<file path="config.mk">
export PLATFORM = sky130hd
export DESIGN_NAME = dp_tile_mul
export DESIGN_NICKNAME = d
export VERILOG_FILES = /design/src/rtl/dpm_pkg.sv /design/src/rtl/dpm_unpack.sv /design/src/rtl/dpm_tile_acc.sv /design/src/rtl/dpm_round_pack.sv /design/src/rtl/dp_tile_mul.sv
export SDC_FILE = /design/constraint.sdc
export NUM_CORES = 2
export LEC_CHECK = 0
export ABC_AREA = 1
export BUFFER_PORTS_ARGS = -buffer_cell sky130_fd_sc_hd__buf_2
export CORE_UTILIZATION = 45
export DETAILED_ROUTE_END_ITERATION = 8
export PLACE_DENSITY_LB_ADDON = 0.12
export SLEW_MARGIN = 20
export SYNTH_ARGS = -nofsm -noshare
export SYNTH_HDL_FRONTEND = slang
export SYNTH_SLANG_ARGS = --single-unit
</file>
<file path="constraint.sdc">
create_clock -name clk -period 11.8 [get_ports clk]
set_input_delay 3.54 -clock clk [delete_from_list [all_inputs] [get_ports clk]]
set_output_delay 3.54 -clock clk [all_outputs]
set_load 0.01 [all_outputs]
</file>
<file path="src/rtl/dpm_pkg.sv">
// Shared constants and operand type for the tiled binary64 multiplier.
// Assumes binary64 layout: sign at the top, then exponent, then fraction.
package dpm_pkg;
    localparam int EXP_W    = 11;
    localparam int FRAC_W   = 52;
    localparam int SIG_W    = FRAC_W + 1;
    localparam int WORD_W   = 1 + EXP_W + FRAC_W;
    localparam int PROD_W   = 2 * SIG_W;
    localparam int EXP_MAX  = (1 << EXP_W) - 1;
    localparam int EXP_BIAS = (1 << (EXP_W - 1)) - 1;
    localparam int ESUM_W   = EXP_W + 2;
    localparam logic [WORD_W-1:0] QNAN_WORD = {1'b0, {EXP_W{1'b1}}, 1'b1, {(FRAC_W-1){1'b0}}};

    // Decoded operand fields plus its class
    typedef struct packed {
        logic             sign;
        logic [EXP_W-1:0] expo;
        logic [SIG_W-1:0] sig;
        logic             zero;
        logic             spec;
    } opnd_t;
endpackage

</file>
<file path="src/rtl/dpm_unpack.sv">
// Splits one binary64 word into sign, exponent and 53-bit significand.
// Also classifies the word as zero or special (inf/NaN/denormal).
// Assumes nothing about timing: purely combinational.
module dpm_unpack
    import dpm_pkg::*;
(
    input  logic [WORD_W-1:0] word,
    output opnd_t             fields
);
    logic [EXP_W-1:0]  e_f;
    logic [FRAC_W-1:0] f_f;

    // Field split and classification
    always_comb begin
        e_f          = word[WORD_W-2 -: EXP_W];
        f_f          = word[FRAC_W-1:0];
        fields.sign  = word[WORD_W-1];
        fields.expo  = e_f;
        fields.sig   = {(e_f != '0), f_f};
        fields.zero  = (e_f == '0) && (f_f == '0);
        fields.spec  = (e_f == EXP_WIDTH_ONES()) || ((e_f == '0) && (f_f != '0));
    end

    function automatic logic [EXP_W-1:0] EXP_WIDTH_ONES();
        return {EXP_W{1'b1}};
    endfunction
endmodule

</file>
<file path="src/rtl/dpm_tile_acc.sv">
// Forms the full significand product one narrow tile per cycle.
// Operand A is cut into TILE_A_W-bit chunks and B into TILE_B_W-bit chunks.
// The short top chunks are zero-extended. Each chunk pair is multiplied,
// shifted by the sum of the chunks' bit offsets and added into the
// accumulator. Assumes load is ignored while busy.
module dpm_tile_acc
    import dpm_pkg::*;
#(
    parameter int TILE_A_W = 24,
    parameter int TILE_B_W = 17
) (
    input  logic              clk,
    input  logic              rst_n,
    input  logic              load,
    input  logic [SIG_W-1:0]  sig_a,
    input  logic [SIG_W-1:0]  sig_b,
    output logic              busy,
    output logic              prod_valid,
    output logic [PROD_W-1:0] prod
);
    localparam int A_N  = (SIG_W + TILE_A_W - 1) / TILE_A_W;
    localparam int B_N  = (SIG_W + TILE_B_W - 1) / TILE_B_W;
    localparam int PW   = TILE_A_W + TILE_B_W;
    localparam int IA_W = $clog2(A_N + 1);
    localparam int JB_W = $clog2(B_N + 1);

    logic [SIG_W-1:0]    sa_q, sb_q;
    logic [PROD_W-1:0]   acc;
    logic [IA_W-1:0]     ia;
    logic [JB_W-1:0]     jb;
    logic                run, fin;
    logic [TILE_A_W-1:0] a_ch [A_N];
    logic [TILE_B_W-1:0] b_ch [B_N];
    logic [TILE_A_W-1:0] a_sel;
    logic [TILE_B_W-1:0] b_sel;
    logic [PW-1:0]       tile;
    logic [PROD_W-1:0]   tile_sh;
    logic                last;
    int                  off;

    // Chunk slicing of each significand
    for (genvar gi = 0; gi < A_N; gi++) begin : g_a_chunk
        assign a_ch[gi] = TILE_A_W'(sa_q >> (gi * TILE_A_W));
    end
    for (genvar gj = 0; gj < B_N; gj++) begin : g_b_chunk
        assign b_ch[gj] = TILE_B_W'(sb_q >> (gj * TILE_B_W));
    end

    // Current tile product and its placement
    always_comb begin
        a_sel   = a_ch[ia];
        b_sel   = b_ch[jb];
        tile    = PW'(a_sel) * PW'(b_sel);
        off     = int'(ia) * TILE_A_W + int'(jb) * TILE_B_W;
        tile_sh = PROD_W'(tile) << off;
        last    = (ia == IA_W'(A_N - 1)) && (jb == JB_W'(B_N - 1));
    end

    // Tile sequencing and accumulation
    always_ff @(posedge clk) begin
        if (!rst_n) begin
            sa_q <= '0;
            sb_q <= '0;
            acc  <= '0;
            ia   <= '0;
            jb   <= '0;
            run  <= 1'b0;
            fin  <= 1'b0;
        end else begin
            fin <= 1'b0;
            if (load && !busy) begin
                sa_q <= sig_a;
                sb_q <= sig_b;
                acc  <= '0;
                ia   <= '0;
                jb   <= '0;
                run  <= 1'b1;
            end else if (run) begin
                acc <= acc + tile_sh;
                if (jb == JB_W'(B_N - 1)) begin
                    jb <= '0;
                    ia <= ia + 1'b1;
                end else begin
                    jb <= jb + 1'b1;
                end
                if (last) begin
                    run <= 1'b0;
                    fin <= 1'b1;
                end
            end
        end
    end

    assign busy       = run | fin;
    assign prod_valid = fin;
    assign prod       = acc;
endmodule

</file>
<file path="src/rtl/dpm_round_pack.sv">
// Normalizes the 106-bit product and rounds it to nearest-even.
// Applies exponent limits and packs the binary64 word.
// Priority: special operand, then zero operand, then overflow, then underflow.
// Combinational; esum is the exponent sum already reduced by the bias.
module dpm_round_pack
    import dpm_pkg::*;
(
    input  logic [PROD_W-1:0]        prod,
    input  logic signed [ESUM_W-1:0] esum,
    input  logic                     sign,
    input  logic                     zero,
    input  logic                     spec,
    output logic [WORD_W-1:0]        word,
    output logic                     ovf,
    output logic                     unf
);
    logic              hi, guard, sticky, rnd_up;
    logic [FRAC_W-1:0] mant;
    logic [FRAC_W:0]   mant_r;
    int                e_int;

    // Normalize, round, limit and pack
    always_comb begin
        hi = prod[PROD_W-1];
        if (hi) begin
            mant   = prod[PROD_W-2 -: FRAC_W];
            guard  = prod[PROD_W-2-FRAC_W];
            sticky = |prod[PROD_W-3-FRAC_W:0];
        end else begin
            mant   = prod[PROD_W-3 -: FRAC_W];
            guard  = prod[PROD_W-3-FRAC_W];
            sticky = |prod[PROD_W-4-FRAC_W:0];
        end
        rnd_up = guard & (sticky | mant[0]);
        mant_r = {1'b0, mant} + (FRAC_W+1)'(rnd_up);
        e_int  = int'(esum) + int'(hi) + int'(mant_r[FRAC_W]);
        ovf    = 1'b0;
        unf    = 1'b0;
        if (spec) begin
            word = QNAN_WORD;
        end else if (zero) begin
            word = {sign, {(WORD_W-1){1'b0}}};
        end else if (e_int >= EXP_MAX) begin
            ovf  = 1'b1;
            word = {sign, {EXP_W{1'b1}}, {FRAC_W{1'b0}}};
        end else if (e_int <= 0) begin
            unf  = 1'b1;
            word = {sign, {(WORD_W-1){1'b0}}};
        end else begin
            word = {sign, EXP_W'(e_int), mant_r[FRAC_W-1:0]};
        end
    end
endmodule

</file>
<file path="src/rtl/dp_tile_mul.sv">
// Top of the tiled binary64 multiplier. It accepts a start pulse when idle,
// latches the sign, the exponent sum and the operand class, drives the tile
// accumulator, and registers the packed result with a one-cycle done pulse.
// Assumes the caller holds op_a/op_b valid in the start cycle only.
module dp_tile_mul
    import dpm_pkg::*;
#(
    parameter int TILE_A_W = 24,
    parameter int TILE_B_W = 17
) (
    input  logic              clk,
    input  logic              rst_n,
    input  logic              start,
    input  logic [WORD_W-1:0] op_a,
    input  logic [WORD_W-1:0] op_b,
    output logic [WORD_W-1:0] result,
    output logic              done,
    output logic              ovf,
    output logic              unf,
    output logic              inval
);
    opnd_t                     fa, fb;
    logic                      busy, prod_valid, accept;
    logic [PROD_W-1:0]         prod;
    logic                      sign_q, zero_q, spec_q;
    logic signed [ESUM_W-1:0]  esum_q, esum_d;
    logic [WORD_W-1:0]         pk_word;
    logic                      pk_ovf, pk_unf;

    dpm_unpack u_unp_a (.word(op_a), .fields(fa));
    dpm_unpack u_unp_b (.word(op_b), .fields(fb));

    dpm_tile_acc #(.TILE_A_W(TILE_A_W), .TILE_B_W(TILE_B_W)) u_acc (
        .clk       (clk),
        .rst_n     (rst_n),
        .load      (start),
        .sig_a     (fa.sig),
        .sig_b     (fb.sig),
        .busy      (busy),
        .prod_valid(prod_valid),
        .prod      (prod)
    );

    dpm_round_pack u_pack (
        .prod(prod),
        .esum(esum_q),
        .sign(sign_q),
        .zero(zero_q),
        .spec(spec_q),
        .word(pk_word),
        .ovf (pk_ovf),
        .unf (pk_unf)
    );

    // Request acceptance and biased exponent sum
    always_comb begin
        accept = start && !busy;
        esum_d = ESUM_W'(int'(fa.expo) + int'(fb.expo) - EXP_BIAS);
    end

    // Per-request side information capture
    always_ff @(posedge clk) begin
        if (!rst_n) begin
            sign_q <= 1'b0;
            zero_q <= 1'b0;
            spec_q <= 1'b0;
            esum_q <= '0;
        end else if (accept) begin
            sign_q <= fa.sign ^ fb.sign;
            zero_q <= fa.zero | fb.zero;
            spec_q <= fa.spec | fb.spec;
            esum_q <= esum_d;
        end
    end

    // Output registers, updated only when a product completes
    always_ff @(posedge clk) begin
        if (!rst_n) begin
            result <= '0;
            ovf    <= 1'b0;
            unf    <= 1'b0;
            inval  <= 1'b0;
            done   <= 1'b0;
        end else begin
            done <= prod_valid;
            if (prod_valid) begin
                result <= pk_word;
                ovf    <= pk_ovf;
                unf    <= pk_unf;
                inval  <= spec_q;
            end
        end
    end
endmodule

</file>
### Yosys cells after proc, flatten, opt, wreduce, memory -nomap -nowiden

Index checks and enable logic that the tools add are counted.

* bits in registers: 303
* output and inout bits: 68
* logic and storage cells: 94

* add/subtract/negate cells: 9
* $mul: 3
* magnitude comparators: 4
* equality and inequality tests: 4
* shift-type cells: 1
* mux-type cells: 25
* bitwise logic cells: 10
* reductions and logical operators: 22

Operators with widths (count)
* $mux 63: 3
* $add 106x106->106: 1
* $shl 41x32->106: 1
* $logic_not 52->1: 2
* $reduce_bool 52->1: 2
* $mux 64: 1
* $add 52x1->53: 1
* $mux 52: 1
* $reduce_or 52->1: 1
* $reduce_or 51->1: 1
* $bmux 24 s2: 1
* $mux 24: 2
* $mul 24x17->41: 1
* $bmux 17 s2: 1
* $mux 17: 2
* $add 32x2->32: 1
* $add 32x32->32: 1
* $ge 32x12->1 const B: 1
* $le 32x1->1 const B: 1
* $eq 11x11->1 const B: 2
* $logic_not 11->1: 2
* $reduce_bool 11->1: 2
* $add 13x2->14: 1
* $mux 1: 13
* other kinds (23): 33

### Longest topological paths before layout

* depth in word-level cells: 11
* gate-level depth with buffers: 64
* depth with buffers taken out: 62

### By module

A second synthesis with hierarchy kept.

* cells, all modules: 7145
* area total of the unflattened synthesis: 44132.3 µm²

Modules (own cells, without submodules)
* dpm_tile_acc: times used 1, cells each 5567, area each 34932.3 µm²
* dpm_round_pack: times used 1, cells each 831, area each 4038.9 µm²
* dp_tile_mul: times used 1, cells each 485, area each 3659.8 µm²
* dpm_unpack: times used 2, cells each 131, area each 750.7 µm²

### Least setup slack after synthesis

OpenSTA, ideal clock, no wires.

* path kind: register to register
* from: register u_acc.jb[0]
* to: register u_acc.acc[91], in the netlist u_acc.prod[91]
* setup time: 0.115 ns
* arrival: 9.401 ns
* slack: 2.284 ns
* stages on the path, launching flop included: 56
* buffers on the path: 5
* period minus slack after synthesis: 9.516 ns
* cells stage by stage: dfxtp_1 > clkbuf_1 > inv_1 > clkbuf_1 > clkbuf_1 > clkbuf_1 > o21ai_0 > o21ai_0 > clkbuf_1 > nand2_1 > fa_1 > inv_1 > fa_1 > inv_1 > fa_1 > inv_1 > fa_1 > fa_1 > [... 20 more ...] > a31oi_1 > nor2_1 > ha_1 > a21oi_1 > inv_1 > a31oi_1 > inv_1 > a21oi_1 > o21ai_0 > a21oi_1 > a21oi_1 > or2_2 > a21oi_1 > o21bai_1 > nand2_1 > nand2_1 > o21ai_0 > inv_1

* word-level cells in the longest chain between the ends: 7

Ends and longest elaborated chain
* from (decl): RTL line dpm_tile_acc.sv:30 `logic [JB_W-1:0] jb;`
* from (signal assigned): RTL line dpm_tile_acc.sv:84 `jb <= jb + 1'b1;`
* $not 3->4 (implied by the code): RTL line dpm_tile_acc.sv:52 `b_sel = b_ch[jb];`
* $bmux 17 s2: RTL line dpm_tile_acc.sv:52
* $mux 17 (implied by the code) (2 in series): RTL line dpm_tile_acc.sv:52
* $mul 24x17->41: RTL line dpm_tile_acc.sv:53 `tile = PW'(a_sel) * PW'(b_sel);`
* $shl 41x32->106 *: RTL line dpm_tile_acc.sv:55 `tile_sh = PROD_W'(tile) << off;`
* $add 106x106->106 *: RTL line dpm_tile_acc.sv:79 `acc <= acc + tile_sh;`
* to (signal assigned): RTL line dpm_tile_acc.sv:79
* to (decl): RTL line dpm_tile_acc.sv:28 `logic [PROD_W-1:0] acc;`

Mark *: on every way between the ends. The rest lies on a longest branch, timed or not. The select of a mux whose other input is x is not followed.
A chain may end at the register's enable or synchronous reset.

### Worst setup path in the final report

* from: register u_acc.ia[0]
* to: register u_acc.acc[99], in the netlist u_acc.prod[99]

* word-level cells in the longest chain between the ends: 7

Ends and longest elaborated chain
* from (decl): RTL line dpm_tile_acc.sv:29 `logic [IA_W-1:0] ia;`
* from (signal assigned): RTL line dpm_tile_acc.sv:82 `ia <= ia + 1'b1;`
* $not 2->3 (implied by the code): RTL line dpm_tile_acc.sv:51 `a_sel = a_ch[ia];`
* $bmux 24 s2: RTL line dpm_tile_acc.sv:51
* $mux 24 (implied by the code) (2 in series): RTL line dpm_tile_acc.sv:51
* $mul 24x17->41: RTL line dpm_tile_acc.sv:53
* $shl 41x32->106 *: RTL line dpm_tile_acc.sv:55
* $add 106x106->106 *: RTL line dpm_tile_acc.sv:79

Marked as above.

==> key figures <==
Status
  – Outcome: complete, no violations

Worst setup path
  – Crit. Startpoint: u_acc.ia[0]
  – Reg2Reg Capture Point: u_acc.prod[99]
  – CP peak stage delay: 620 ps
  – Crit Reg-Reg Startpoint: u_acc.ia[0]
  – Crit path to: u_acc.prod[99]
  – Slowest-stage cell, CP: fa_1
  – Max FO, Critical Path: 16
  – Worst Path Arrival: 11660 ps
  – CP most frequent cell: nand2_1
  – R2R depth: 49
  – WS Path Type: reg -> reg
  – CP Capture Type: flip-flop
  – Required time of the critical path: 12280 ps
  – Type of origin of the critical path: flip-flop
  – Reg2reg setup slack: 620 ps

Logic synthesis
  – Async set or reset register ratio after synthesis: 0%
  – Area contributors post-synth: fa_1 16%, dfxtp_1 15%, inv_1 12%
  – Mapped Nets: 7258
  – Top FF cell, synth: dfxtp_1
  – Yosys Warn Count: 0
  – #FFs+latches synth: 303
  – Number of distinct library cells after synthesis: 64
  – Avg Synthesized Cell Area: 6.304 µm²
  – Post-synthesis sequential area ratio: 14.71%
  – Synthesized instance count: 6540
  – Mapped Area: 0.04123 mm²
  – Most common library cells after synthesis: 1359 x inv_1, 1306 x nand2_1, 820 x nor2_1, 499 x o21ai_0, 447 x a21oi_1
  – Most frequent cell after synthesis: inv_1
  – Area leader, netlist: fa_1
  – Top-area cell type share of the netlist area: 16.12%
  – EDFF count, synth: 0

Floorplan
  – Starting density of the core: 45.60%
  – Die X: 304.7 µm
  – Core ar.: 0.09042 mm²
  – Rows: 110
  – DIE AREA: 0.09284 mm²
  – Die Height: 304.7 µm
  – IO Count: 199

Global routing
  – Gr ovfl total: 0
  – Initial antenna violation count: 14
  – Vias in the first global route: 40960
  – First-pass GRT wire length: 240.6 mm
  – Gr usage total: 33.28%
  – Largest net degree at the start of global routing: 78

Placed design
  – Area after DPL: 0.04355 mm²
  – Dpl hpwl: 127.1 mm
  – Placed insts: 7763
  – # port buffers: 198
  – Gp weighted congestion: 1.027

STA
  – Crit path time final: 11180 ps
  – Max-slew violations: 0
  – Max-slew headroom: 27.70%
  – RSZ-0062 raised after global routing: false
  – Setup TNS: 0 ps
  – Worst-case clock skew: 30.27 ps
  – Slew @ Worst Pin: 1073 ps
  – Final Hold Fails: 0
  – Min Hold Slack: 454.2 ps
  – Endpoints failing setup: 0
  – Fin crit share: 94.73%
  – FMAX: 89.46 MHz

Clock tree
  – Deepest clock path buffer count: 3
  – Clk Latency, worst-skew pair: 610 ps
  – CTS Sinks: 303
  – Clk root buf: clkbuf_16
  – CTS buffer count: 39
  – Reg clk slew, reported paths: 60 ps
  – H-tree depth: 2
  – CTS Hold Buffers Added: 0
  – TritonCTS clock tree: yes

Finish
  – Nets: 7351
  – Layout cells sized above 1: 7.852%
  – Area grow syn2layout: 9.204%
  – Design area: 0.04502 mm²
  – Finished Layout Cells: 7845

Drt
  – 1st-iter DRT viols: 4333
  – # DRC: 0
  – DRT antenna net count: 0
  – Vias: 42580
  – Wirelength per Cell: 19.68 µm
  – Pre-antenna DRT Iters: 6
  – Vias/cell: 5.428
  – WL final: 154.4 mm

Pwr
  – Lkg Pwr: 22.88 nW
  – Worst vdd ir: 130.1 µV
  – Pwr dens: 122.8 mW/mm²

Hold path
  – Worst hold path type: reg -> reg

Job
  – Max-capacitance violation count: 0
==> worst max-delay path: cells and delay by family (launching register included) <==
family                     cells  cell delay (ps)
and+or+nand+nor               20             3330
AOI/OAI and AO/OA             10             2120
DFF                            1              480
adders and majority gates      8             3770
xor gates and xnor gates       1              170
buffers and inverters         10             1170
==> routing by layer <==
layer	track usage (%)	routed length [µm]
met5	0	83
met4	11.39	5543
met3	6.418	14390
met2	49.59	64070
met1	47.73	70320
==> kinds of logic after synthesis <==
group                    after synthesis  synth area share (%)
AND/OR/NAND/NOR                     2656                 26.91
buffers and inverters               1628                 15.00
AO/OA/AOI/OAI                       1203                 16.03
adder cells (fa/ha/maj)              587                 23.86
flip-flops                           303                 14.71
XOR/XNOR                             154                 3.271
multiplexers                           9                0.2185
==> registers in the layout, indices dropped and copies added (netlist names) <==
register          count
u_acc.jb              3
done                  1
esum_q               13
zero_q                1
unf                   1
u_acc.sb_q           53
sign_q                1
u_acc.run             1
inval                 1
u_acc.sa_q           53
u_acc.ia              2
ovf                   1
result               64
u_acc.prod_valid      1
u_acc.prod          106
spec_q                1
==> layout by cell type, fill, tap and decap left out, drive strengths merged, types with 8 or more instances in the layout <==
cell / n
nand2: 1311
diode: 8
ha: 255
nor2: 831
buf: 303
nor4: 52
nor3: 76
o211ai: 26
xnor2: 49
nand3: 297
inv: 1369
a21oi: 477
dfxtp: 303
o21bai: 14
mux2i: 9
fa: 332
o21ai: 515
o21a: 30
or2: 13
clkinv: 15
a21o: 11
a31oi: 62
nand4: 59
o22ai: 25
clkbuf: 53
xor2: 105
==> cell type report <==
type	instances	area (µm²)
multi-input combinational	4609	29110
clock buffer	53	1109
inverter	1377	5192
timing repair buffer	303	1807
fill	9616	45400
sequential	303	6072
clock inverter	16	246.5
antenna	8	20.02
tap	1176	1471
==> how the worst min path moves through the flow <==
stage,to,from,depth (start not counted)
finish,u_acc.sb_q[24],u_acc.sb_q[24],2
global route,u_acc.sb_q[34],u_acc.sb_q[34],2
CTS,u_acc.sb_q[34],u_acc.sb_q[34],2
detailed placement,u_acc.sb_q[24],u_acc.sb_q[24],2
global placement,u_acc.sb_q[26],u_acc.sb_q[26],2
floorplan,u_acc.sb_q[24],u_acc.sb_q[24],2
==> where the power goes <==
group	leakage [nW]	switching, W	internal (W)	total (W)
logic	19.7	0.00213	0.000960	0.00309
clock network	0.672	0.000515	0.000773	0.00129
registers	2.48	0.0000555	0.00109	0.00115
==> metrics by stage <==
stage | worst slack [ps] | utilization [%] | total power (W)
2_1_floorplan | 2284 | - | 0.003231
3_3_place_gp | 381.0 | 48.16 | 0.004197
3_5_place_dp | 344.1 | 48.16 | 0.004197
4_1_cts | 272.8 | 49.66 | 0.005511
5_1_grt | 1.222 | 49.79 | 0.005974
6_report | 621.7 | 49.79 | 0.005527
==> timing repair <==
item	in CTS	in global routing
setup endpoints to repair	0	41
hold endpoints to repair	0	0
setup buffers	0	5
gates resized for setup	0	25
Note: power is estimated with default switching activity, not from simulation.
